<file path="src/rtl/dac_cmd_pkg.sv">
package dac_cmd_pkg;

    // Command codes; values are decoded from the host frame
    typedef enum logic [3:0] {
        OP_WRITE         = 4'h0,
        OP_UPDATE        = 4'h1,
        OP_WRITE_UPD_ALL = 4'h2,
        OP_WRITE_UPD     = 4'h3,
        OP_PWR_DOWN      = 4'h4,
        OP_NOP           = 4'hF
    } cmd_code_e;

    localparam logic [3:0] ADDR_ALL = 4'hF;

    // One-cycle classification of the presented command
    typedef enum logic [2:0] {
        ACT_NONE,
        ACT_LOAD,
        ACT_REFRESH,
        ACT_LOAD_REFRESH,
        ACT_LOAD_REFRESH_ALL,
        ACT_SLEEP,
        ACT_REJECT
    } action_e;

    // Per-channel strobes produced by the decoder
    typedef struct packed {
        logic load_in;
        logic load_dac;
        logic wake;
        logic sleep;
    } slot_ctrl_t;

endpackage

</file>
<file path="src/rtl/dac_cmd_decode.sv">
module dac_cmd_decode
    import dac_cmd_pkg::*;
#(
    parameter int NUM_CH = 8
) (
    input  logic                     valid_i,
    input  logic [3:0]               cmd_i,
    input  logic [3:0]               addr_i,
    output slot_ctrl_t [NUM_CH-1:0]  ctrl_o,
    output logic                     reject_o
);

    localparam logic [3:0] CH_LIMIT = 4'(NUM_CH);

    action_e             action;
    logic                addr_ok;
    logic [NUM_CH-1:0]   sel;

    assign addr_ok = (addr_i < CH_LIMIT) || (addr_i == ADDR_ALL);

    always_comb begin
        action = ACT_NONE;
        if (valid_i) begin
            if (!addr_ok) begin
                action = ACT_REJECT;
            end else begin
                unique case (cmd_i)
                    OP_WRITE:         action = ACT_LOAD;
                    OP_UPDATE:        action = ACT_REFRESH;
                    OP_WRITE_UPD_ALL: action = ACT_LOAD_REFRESH_ALL;
                    OP_WRITE_UPD:     action = ACT_LOAD_REFRESH;
                    OP_PWR_DOWN:      action = ACT_SLEEP;
                    OP_NOP:           action = ACT_NONE;
                    default:          action = ACT_REJECT;
                endcase
            end
        end
    end

    assign reject_o = (action == ACT_REJECT);

    for (genvar g = 0; g < NUM_CH; g++) begin : g_sel
        logic stage_hit;
        logic copy_hit;

        assign sel[g] = (addr_i == ADDR_ALL) || (addr_i == 4'(g));

        assign stage_hit = (action == ACT_LOAD) || (action == ACT_LOAD_REFRESH) ||
                           (action == ACT_LOAD_REFRESH_ALL);
        assign copy_hit  = (action == ACT_REFRESH) || (action == ACT_LOAD_REFRESH);

        assign ctrl_o[g].load_in  = sel[g] && stage_hit;
        assign ctrl_o[g].load_dac = (sel[g] && copy_hit) || (action == ACT_LOAD_REFRESH_ALL);
        assign ctrl_o[g].wake     = ctrl_o[g].load_dac;
        assign ctrl_o[g].sleep    = sel[g] && (action == ACT_SLEEP);
    end

endmodule

</file>
<file path="src/rtl/dac_chan_slot.sv">
module dac_chan_slot
    import dac_cmd_pkg::*;
#(
    parameter int             DW       = 12,
    parameter logic [DW-1:0]  RST_CODE = '0
) (
    input  logic           clk,
    input  logic           rst_n,
    input  slot_ctrl_t     ctrl_i,
    input  logic [DW-1:0]  data_i,
    output logic [DW-1:0]  code_o,
    output logic           pwr_o
);

    logic [DW-1:0] stage_q;
    logic [DW-1:0] out_q;
    logic          pwr_q;
    logic [DW-1:0] copy_src;

    // A combined stage-and-copy forwards the fresh word
    assign copy_src = ctrl_i.load_in ? data_i : stage_q;

    always_ff @(posedge clk or negedge rst_n) begin
        if (!rst_n) begin
            stage_q <= RST_CODE;
            out_q   <= RST_CODE;
            pwr_q   <= 1'b1;
        end else begin
            if (ctrl_i.load_in)  stage_q <= data_i;
            if (ctrl_i.load_dac) out_q   <= copy_src;
            if (ctrl_i.wake)       pwr_q <= 1'b1;
            else if (ctrl_i.sleep) pwr_q <= 1'b0;
        end
    end

    assign code_o = out_q;
    assign pwr_o  = pwr_q;

endmodule

</file>
<file path="src/rtl/dac_cmd_bank.sv">
module dac_cmd_bank
    import dac_cmd_pkg::*;
#(
    parameter int DW              = 12,
    parameter int NUM_CH          = 8,
    parameter bit MID_SCALE_RESET = 1'b0
) (
    input  logic                    clk,
    input  logic                    rst_n,
    input  logic                    cmd_valid_i,
    input  logic [3:0]              cmd_i,
    input  logic [3:0]              addr_i,
    input  logic [DW-1:0]           data_i,
    output logic [NUM_CH*DW-1:0]    dac_code_o,
    output logic [NUM_CH-1:0]       pwr_on_o,
    output logic                    reject_o
);

    localparam logic [DW-1:0] RST_CODE =
        MID_SCALE_RESET ? {1'b1, {(DW-1){1'b0}}} : '0;

    slot_ctrl_t [NUM_CH-1:0] ctrl;
    logic                    reject_d;
    logic                    reject_q;

    dac_cmd_decode #(.NUM_CH(NUM_CH)) u_decode (
        .valid_i  (cmd_valid_i),
        .cmd_i    (cmd_i),
        .addr_i   (addr_i),
        .ctrl_o   (ctrl),
        .reject_o (reject_d)
    );

    for (genvar g = 0; g < NUM_CH; g++) begin : g_slot
        dac_chan_slot #(.DW(DW), .RST_CODE(RST_CODE)) u_slot (
            .clk    (clk),
            .rst_n  (rst_n),
            .ctrl_i (ctrl[g]),
            .data_i (data_i),
            .code_o (dac_code_o[g*DW +: DW]),
            .pwr_o  (pwr_on_o[g])
        );
    end

    always_ff @(posedge clk or negedge rst_n) begin
        if (!rst_n) reject_q <= 1'b0;
        else        reject_q <= reject_d;
    end

    assign reject_o = reject_q;

endmodule

</file>
<file path="config.mk">
export PLATFORM = sky130hd
export DESIGN_NAME = dac_cmd_bank
export DESIGN_NICKNAME = d
export VERILOG_FILES = /design/src/rtl/dac_cmd_pkg.sv /design/src/rtl/dac_cmd_decode.sv /design/src/rtl/dac_chan_slot.sv /design/src/rtl/dac_cmd_bank.sv
export SDC_FILE = /design/constraint.sdc
export NUM_CORES = 1
export LEC_CHECK = 0
export ABC_AREA = 1
export BUFFER_PORTS_ARGS = -buffer_cell sky130_fd_sc_hd__buf_2
export CAP_MARGIN = 5
export CORE_MARGIN = 8
export CORE_UTILIZATION = 52
export DETAILED_ROUTE_END_ITERATION = 16
export PLACE_DENSITY_LB_ADDON = 0.12
export SLEW_MARGIN = 20
export SYNTH_ARGS = -nofsm -noshare
export SYNTH_HDL_FRONTEND = slang
export SYNTH_SLANG_ARGS = --single-unit
</file>
<file path="constraint.sdc">
create_clock -name clk -period 0.8 [get_ports clk]
set_input_delay 0.16 -clock clk [delete_from_list [all_inputs] [get_ports clk]]
set_output_delay 0.16 -clock clk [all_outputs]
set_load 0.01 [all_outputs]
</file>
Yosys cells after proc, flatten, opt, wreduce, memory -nomap -nowiden

Index checks and enable logic that the tools add are counted.

$lt $le $gt $ge: 1
Equal/unequal tests: 19
Multiplexer cells: 27
Reduce and logical (&&, ||, !) cells: 54

Operators by type and width:

| cell               | number |
|---|---|
| $mux 12            | 8 |
| $logic_and 1x1->1  | 24 |
| $eq 4x3->1 const B | 5 |
| $logic_or 1x1->1   | 20 |
| $pmux 3 s6         | 1 |
| $eq 4x2->1 const B | 4 |
| $mux 1             | 16 |
| $reduce_bool 2->1  | 8 |
| $eq 3x3->1 const B | 3 |
| $eq 4x1->1 const B | 2 |
| $eq 4x4->1 const B | 2 |
| $logic_not 4->1    | 2 |
| $eq 3x2->1 const B | 2 |
| $mux 3             | 2 |
| $lt 4x4->1 const B | 1 |
| $eq 3x1->1 const B | 1 |

Flip-flop bits (word level): 201
Output and inout bits: 105
Logic and storage cells: 126

Logic depth before layout (Yosys ltp)

Gate-level depths: netlist of the first run.

Word-level depth: 9
Gate-level depth with buffers: 15
Depth with buffers taken out: 13

Hierarchy

A second synthesis of the first run with hierarchy kept.

Cell total of the unflattened synthesis: 1118
Area, all modules: 9211.3 um^2

Modules (own cells, without submodules):

| module         | instances | cells each | area an instance (um^2) | sequential area each (um^2) |
|---|---|---|---|---|
| dac_chan_slot  | 8         | 129        | 1086.0                  | 626.9 |
| dac_cmd_decode | 1         | 85         | 498.0                   | 0.0 |
| dac_cmd_bank   | 1         | 1          | 25.0                    | 25.0 |

Worst setup path after synthesis of the first run

OpenSTA, ideal clock, no wires.

Path type: input-to-reg
Start point: in cmd_i[3]
End point: reg g_slot[0].u_slot.stage_q[10]
Library setup time: 119 ps
Data arrival time: 1409 ps
Required time: 681 ps
Setup slack: -728 ps
Stages on the path: 11
Path buffers: 2
Path through: nor2_1 > nand3_1 > nand2_1 > nand3_1 > nand4_4 > nand2_4 > buf_6 > nand2_2 > buf_6 > nand2_1 > and2_1

Cells in the longest elaborated chain, start to end: 9

RTL lines:

| item                                     | line                 | source |
|---|---|---|
| start, declared                          | dac_cmd_bank.sv:11   | `input logic [3:0] cmd_i,` |
| $eq 4x4->1 (tied with other cells)       | dac_cmd_decode.sv:27 | `unique case (cmd_i)` |
| $pmux 3 s6 (*)                           | dac_cmd_decode.sv:27 |  |
| $mux 3 (*)                               | dac_cmd_decode.sv:24 | `if (!addr_ok) begin` |
| $mux 3 (*)                               | dac_cmd_decode.sv:23 | `if (valid_i) begin` |
| $eq 3x1->1 or $eq 3x2->1 (tied branches) | dac_cmd_decode.sv:48 | `assign stage_hit = (action == ACT_LOAD) \|\| (action == ACT_LOAD_REFRESH) \|\|` |
| $logic_or 1x1->1                         | dac_cmd_decode.sv:48 |  |
| $logic_or 1x1->1 (*)                     | dac_cmd_decode.sv:48 |  |
| $logic_and 1x1->1 (*)                    | dac_cmd_decode.sv:52 | `assign ctrl_o[g].load_in = sel[g] && stage_hit;` |
| $mux 12 (*)                              | -                    |  |
| named net g_slot[0].u_slot.copy_src[10]  | dac_chan_slot.sv:18  | `logic [DW-1:0] copy_src;` |
| end signal, assigned                     | dac_chan_slot.sv:29  | `if (ctrl_i.load_in) stage_q <= data_i;` |
| end, declared                            | dac_chan_slot.sv:15  | `logic [DW-1:0] stage_q;` |

Mark *: on every way through the listed nets, which the timed path passes. The rest lies on a longest branch.
A chain may end at the register's enable or synchronous reset.

Final worst setup path of the first run

Start point: in cmd_i[3]
End point: reg g_slot[1].u_slot.out_q[8]

Cells in the longest elaborated chain, start to end: 9

RTL lines:

| item                                     | line                                       | source |
|---|---|---|
| $eq 4x4->1 (tied with other cells)       | dac_cmd_decode.sv:27                       |  |
| $pmux 3 s6 (*)                           | dac_cmd_decode.sv:27                       |  |
| $mux 3 (*)                               | dac_cmd_decode.sv:24                       |  |
| $mux 3 (*)                               | dac_cmd_decode.sv:23                       |  |
| $eq 3x1->1 or $eq 3x2->1 (tied branches) | dac_cmd_decode.sv:48, dac_cmd_decode.sv:50 |  |
| $logic_or 1x1->1 (2 in series)           | dac_cmd_decode.sv:48                       |  |
| $logic_and 1x1->1                        | dac_cmd_decode.sv:52                       |  |
| $mux 12                                  | -                                          |  |
| end signal, assigned                     | dac_chan_slot.sv:30                        | `if (ctrl_i.load_dac) out_q <= copy_src;` |
| end, declared                            | dac_chan_slot.sv:16                        | `logic [DW-1:0] out_q;` |

Every way passes the cells marked *; elsewhere a longest branch is shown, timed or not.

==> results of run 1 <==
[power by group through the flow]
| stage | Clock (mW) | Combinational [mW] | Sequential [mW] |
|---|---|---|---|
| floorplan | 0 | 3.61 | 14.7 |
| global placement | 0 | 7.38 | 14.1 |
| detailed placement | 0 | 7.56 | 14.1 |
| CTS | 9.89 | 10.8 | 13.9 |
| global route | 10.5 | 15.4 | 14.6 |
| finish | 10.3 | 14.8 | 14.5 |
[sequential cells by signal, indices dropped and copies added, names as in the netlist]
name / cells
g_slot.u_slot.stage_q: 96
reject_o: 1
g_slot.u_slot.pwr_o: 8
g_slot.u_slot.code_o: 96
[worst paths after layout]
path / end / slack (ns) / cells past startpoint
max: g_slot[1].u_slot.code_o[8] / -0.75 / 14
min: g_slot[6].u_slot.stage_q[7] / 0.05 / 2
max reg2reg: g_slot[1].u_slot.stage_q[1] / -0.30 / 3
min reg2reg: g_slot[6].u_slot.code_o[6] / 0.48 / 2
max in group asynchronous: g_slot[3].u_slot.pwr_o / 0.19 / 3
min in group clk: g_slot[7].u_slot.pwr_o / 0.12 / 5
[area by class of cell]
cell class              count  area [sq um]  share of cell area
flip-flops and latches    201          5040               0.318
well taps                 225           282              0.0177
repair inverters            6          67.6             0.00426
diodes                      3          7.51            0.000473
clock inverters             7          85.1             0.00536
inverters                 136           566              0.0356
clock buffers              30           589              0.0371
repair buffers            336          3330               0.210
multi-input cells         665          5900               0.372
[per-stage QoR]
| stage | hold WS, ns | area [sq um] |
|---|---|---|
| finish | 0.0526 | 15900 |
| global route | 0.0901 | 15900 |
| CTS | 0.0770 | 14500 |
| detailed placement | 0.0216 | 10600 |
| global placement | 0.0240 | 10600 |
| floorplan | -0.136 | 9030 |
[cell families after synthesis]
group                  count (synthesis)
DFF                                  201
and+or+nand+nor                      647
AOI/OAI and AO/OA                     15
buffers and inverters                187
[per-layer routing]
layer	wire length (um)	GRT usage	vias to the layer above
met5	11	0	-
met4	4050	0.191	2
met3	4530	0.0609	332
li1	-	-	3896
met1	15400	0.355	4898
met2	20800	0.506	893
[cell usage after synthesis]
cell      instances
and2_1           96
buf_1             1
buf_2            19
buf_4            12
buf_6            12
clkbuf_1          7
dfrtp_1         193
dfstp_2           8
inv_1           128
inv_2             8
nand2_1         333
nand2_2           6
nand2_4           1
nand3_1         196
nand3_2           1
nand4_4           1
nor2_1           10
nor2_2            1
nor2_4            2
o21ai_0           8
o21ai_1           7
[worst max-delay path: stages]
cell,delay (ns)
buf_8,0.11
nor2_4,0.18
nand2_1,0.12
nand2_2,0.10
nor2_4,0.05
nor2_2,0.20
inv_2,0.09
nor2_4,0.15
buf_12,0.16
nand2_1,0.14
nand2_8,0.19
buf_8,0.15
nand3_2,0.08
nand2_1,0.08
[timing repair]
item                                    4_1_cts  5_1_grt
setup buffers                                67       40
resized for setup                           558      243
hold endpoints to repair                    201        0
pin swaps                                   164      137
hold buffers                                  1        0
endpoints found under the setup margin      306      306
cloned                                       18        1
==> flow_summary_export.csv, run 1 <==
group,metric,value,unit
outcome,status,"finished, violations left",
outcome,violations,"negative setup slack",
yosys,synth_top_family_by_area,"simple AND/OR/NAND/NOR gates",
power_and_ir_drop,p_sw,14.1,mW
critical_path,worstSetupStartpointType,"input port",
timing,min_period,1.55,ns
final_layout,layout-drive-gt1-share,0.599,
power_and_ir_drop,switching_share,0.358,
timing,clock_skew,0.0240,ns
critical_path,r2r-start,"g_slot[1].u_slot.stage_q[1]",
yosys,synthXorXnorAreaFrac,0,
floorplan,die_h,147,um
yosys,synth_fp_nets,1073,
floorplan,core_area,0.0171,sq mm
yosys,synth_fa_ha_area_frac,0,
critical_path,endpoint_kind,"flip-flop",
final_layout,mostFrequentLayoutCell,"nand2_1",
final_layout,fill_cells,459,
timing,fin_crit_sh,1.94,
critical_path,cp-startpoint,"cmd_i[3]",
placement,dp_hpwl,15.7,mm
timing,setup_viol,306,
cts,clockBufferDepth,3,
final_layout,syn2layout_area_growth,77.2,%
cts,clockRootBuffer,"clkbuf_16",
yosys,syn_area,0.00895,sq mm
yosys,synth_area_leaders,"dfrtp_1 54%, nand2_1 14%, nand3_1 11%",
global_route,grt_pass1_wl,52.3,mm
floorplan,num_rows,48,
drt,wl,44.8,mm
final_layout,finalNetCount,1390,
power_and_ir_drop,internal_power,25.4,mW
timing,fmax,0.645,GHz
yosys,netlist.area_leader.share,0.539,
timing,slew_headroom,0.751,
critical_path,worstPathArrival,1.99,ns
placement,numPlacedInstances,1446,
floorplan,fp.dieArea,0.0217,sq mm
placement,gpl.final_weighted_congestion,0.823,
power_and_ir_drop,vdd_ir_drop_max,0.00240,V
placement,dp_slack,-1.03,ns
floorplan,chipWidth,147,um
final_layout,final_util,0.930,
timing,fin_setup_tns,-170.41,ns
power_and_ir_drop,clkPwrFrac,0.260,
cts,clk_latency,0.53,ns
timing,setup_slack,-0.750,ns
drt,initialDrtViolationCount,952,
critical_path,worstPathMaxFanout,7,
drt,vias,10000,
placement,numPortBuffers,127,
global_route,grt_pass1_vias,9801,
drt,ant_nets,0,
final_layout,layout_common_cells,"202 x nand2_1, 193 x dfrtp_1, 123 x inv_1",
yosys,syn_inst,1050,
power_and_ir_drop,cellLeakagePower,7.30,nW
floorplan,io_pins,128,
power_and_ir_drop,p_comb_frac,0.374,
yosys,synthMuxAreaShare,0,
timing,tightest_slew,0.373,ns
global_route,grt_antenna_before_repair,4,
final_layout,fin_cells,1609,
flow_run,maxCapViolCount,0,
drt,wl_per_cell,27.8,um
cts,path_clk_slew,0.08,ns
power_and_ir_drop,power,39.5,mW
power_and_ir_drop,seqPwrFrac,0.366,
yosys,synth_cell_types,21,
cts,clock_sinks,201,
timing,slew_violations,0,
critical_path,critPathKind,"input port to flip-flop",
cts,cts_tree,"built",
global_route,grt_overflow,0,
global_route,grt_max_degree,45,
drt,routed_via_density,6.23,
yosys,yosysSeqAreaShare,0.563,
cts,cts.htree.levels,1,
yosys,ys_seq_elements,201,
global_route,grt.total_usage,0.304,
worst_hold_path,hp-class,"input port to async pin",
timing,final_hold_viol_count,0,
yosys,avgSynthCellArea,8.53,sq um
power_and_ir_drop,p_per_area,2490,mW/mm^2
drt,drc,0,
yosys,synth_top_cell_by_area,"dfrtp_1",
timing,rsz0062_at_grt,"true",
yosys,synth_compound_area_frac,0.00838,
yosys,synth_warnings,0,
cts,cts_buffers,21,
drt,drt-pass1-iter-count,7,
yosys,yosys.area_share.simple,0.333,
critical_path,required,1.24,ns
floorplan,initial_core_util,0.525,
Power figures use the tool's default switching activity.
==> run 2, diff against run 1 <==
--- a/config.mk
+++ b/config.mk
@@ -11,8 +11,10 @@
 export CORE_MARGIN = 8
 export CORE_UTILIZATION = 52
 export DETAILED_ROUTE_END_ITERATION = 16
+export MAX_ROUTING_LAYER = met4
 export PLACE_DENSITY_LB_ADDON = 0.12
 export SLEW_MARGIN = 20
 export SYNTH_ARGS = -nofsm -noshare
 export SYNTH_HDL_FRONTEND = slang
 export SYNTH_SLANG_ARGS = --single-unit
+export TNS_END_PERCENT = 30
==> flow_summary_export.csv, run 2 (same netlist as run 1, synthesis figures left out) <==
group,metric,value,unit
outcome,status,"finished, violations left",
outcome,violations,"negative setup slack",
critical_path,endpoint_kind,"flip-flop",
floorplan,initial_core_util,0.525,
floorplan,chipWidth,147,um
critical_path,critPathKind,"input port to flip-flop",
floorplan,core_area,0.0171,sq mm
power_and_ir_drop,p_comb_frac,0.309,
drt,drc,0,
timing,rsz0062_at_grt,"true",
drt,drt-pass1-iter-count,5,
timing,holdWs,0.133,ns
global_route,grt_pass1_wl,45.6,mm
timing,fin_setup_tns,-149.69,ns
final_layout,finalNetCount,1312,
power_and_ir_drop,power,35.0,mW
power_and_ir_drop,seqPwrFrac,0.406,
critical_path,cp_slowest_cell,"and2_1",
placement,numPortBuffers,127,
timing,min_period,1.46,ns
placement,dp_hpwl,16.0,mm
critical_path,crit_buf_inv,7,
drt,routed_via_density,5.66,
drt,vias,8674,
floorplan,fp.dieArea,0.0217,sq mm
critical_path,max_stage_delay,0.20,ns
floorplan,num_rows,48,
floorplan,die_h,147,um
final_layout,layout-drive-gt1-share,0.473,
timing,setup_viol,306,
placement,gpl.final_weighted_congestion,0.821,
placement,placed_cell_area,0.0106,sq mm
drt,ant_nets,0,
timing,fin_crit_sh,1.83,
cts,path_clk_slew,0.06,ns
timing,slew_headroom,0.720,
power_and_ir_drop,switching_share,0.327,
timing,setup_slack,-0.665,ns
cts,cts_tree,"built",
critical_path,worstSetupStartpointType,"input port",
critical_path,cp_top_family,"simple AND/OR/NAND/NOR gates",
critical_path,worstPathMaxFanout,6,
final_layout,syn2layout_area_growth,57.3,%
global_route,grt.total_usage,0.271,
cts,cts_buffers,22,
global_route,grt_max_degree,27,
cts,clockBufferDepth,3,
cts,cts.htree.levels,1,
power_and_ir_drop,vdd_ir_drop_max,0.00159,V
timing,fmax,0.683,GHz
power_and_ir_drop,clkPwrFrac,0.285,
flow_run,maxCapViolCount,0,
final_layout,final_util,0.826,
power_and_ir_drop,cellLeakagePower,6.78,nW
power_and_ir_drop,p_sw,11.4,mW
global_route,grt_overflow,0,
drt,wl,32.9,mm
cts,clockRootBuffer,"clkbuf_16",
final_layout,layout_common_cells,"227 x nand2_1, 193 x dfrtp_1, 124 x inv_1",
global_route,grt_pass1_vias,8691,
cts,clk_latency,0.51,ns
timing,clock_skew,0.0181,ns
cts,clock_sinks,201,
final_layout,mostFrequentLayoutCell,"nand2_1",
timing,slew_violations,0,
drt,wl_per_cell,21.5,um
worst_hold_path,hp-class,"input port to async pin",
drt,initialDrtViolationCount,664,
power_and_ir_drop,p_per_area,2480,mW/mm^2
floorplan,io_pins,128,
critical_path,worstPathArrival,1.85,ns
power_and_ir_drop,internal_power,23.6,mW
timing,final_hold_viol_count,0,
critical_path,path_cells,"buf_2 -> nand3_4 -> nand2_4 -> nand2_1 -> inv_1 -> nand2_4 -> inv_2 -> nand3_4 -> nand2_8 -> buf_12 -> buf_12 -> buf_8 -> buf_4 -> nand3_1 -> and2_1",
global_route,grt_antenna_before_repair,2,
final_layout,final_area,0.0141,sq mm
critical_path,required,1.18,ns
timing,tightest_slew,0.417,ns
final_layout,fill_cells,898,
==> run 2: power groups by stage <==
stage                     clock network [mW]  logic, mW  registers (mW)
after floorplan                            0       3.60            14.7
after global placement                     0       7.42            14.1
after detailed placement                   0       7.60            14.1
after CTS                               9.93       9.09            14.0
after global routing                    10.4       11.6            14.4
final                                   9.97       10.8            14.2
==> run 2: cell type report <==
| class | count | area (sq um) | area share |
|---|---|---|---|
| Timing Repair Buffer | 261 | 2790 | 0.198 |
| Antenna cell | 2 | 5.00 | 0.000355 |
| Tap cell | 225 | 282 | 0.0200 |
| Clock buffer | 34 | 677 | 0.0481 |
| Clock inverter | 6 | 32.5 | 0.00231 |
| Sequential cell | 201 | 5040 | 0.358 |
| Inverter | 136 | 543 | 0.0386 |
| Multi-Input combinational cell | 667 | 4720 | 0.335 |
==> run 2: metrics by stage <==
step	setup WS, ns	cells
CTS	-0.531	1522
detailed placement	-0.989	1438
finish	-0.665	1532
global placement	-0.928	1438
global route	-0.718	1532
floorplan	-0.631	1050
==> run 2: path summary, 6_finish.rpt <==
path,start,endpoint,slack [ns],depth (start not counted)
max,addr_i[0],g_slot[6].u_slot.stage_q[1],-0.66,15
min,rst_n,g_slot[6].u_slot.stage_q[1],0.13,2
max reg2reg,g_slot[2].u_slot.stage_q[3],g_slot[2].u_slot.stage_q[3],-0.05,3
min reg2reg,g_slot[3].u_slot.code_o[6],g_slot[3].u_slot.code_o[6],0.46,2
max in group asynchronous,rst_n,g_slot[5].u_slot.code_o[0],0.11,3
min in group clk,data_i[1],g_slot[5].u_slot.stage_q[1],0.16,5
==> run 2: what timing repair did <==
item | in CTS | in global routing
hold buffers | 1 | 0
cloned | 16 | 2
buffers inserted | 27 | 7
endpoints found under the hold margin | 195 | 0
resized for setup | 310 | 184
pin swaps | 134 | 89
endpoints found under the setup margin | 305 | 306
==> run 2: worst register-to-register path, delay by kind of cell, from the launching register on <==
family	cells	cell delay, ns
flip-flops	1	0.38
buffers and inverters	1	0.12
AND/OR/NAND/NOR	2	0.25
==> run 2: routing by layer <==
metal | GRT usage | routed length (um) | vias up
met2 | 0.436 | 16200 | 482
met5 | - | 0 | -
met3 | 0.0569 | 2880 | 150
met4 | 0.123 | 1920 | 0
met1 | 0.322 | 12000 | 4310
li1 | - | - | 3732
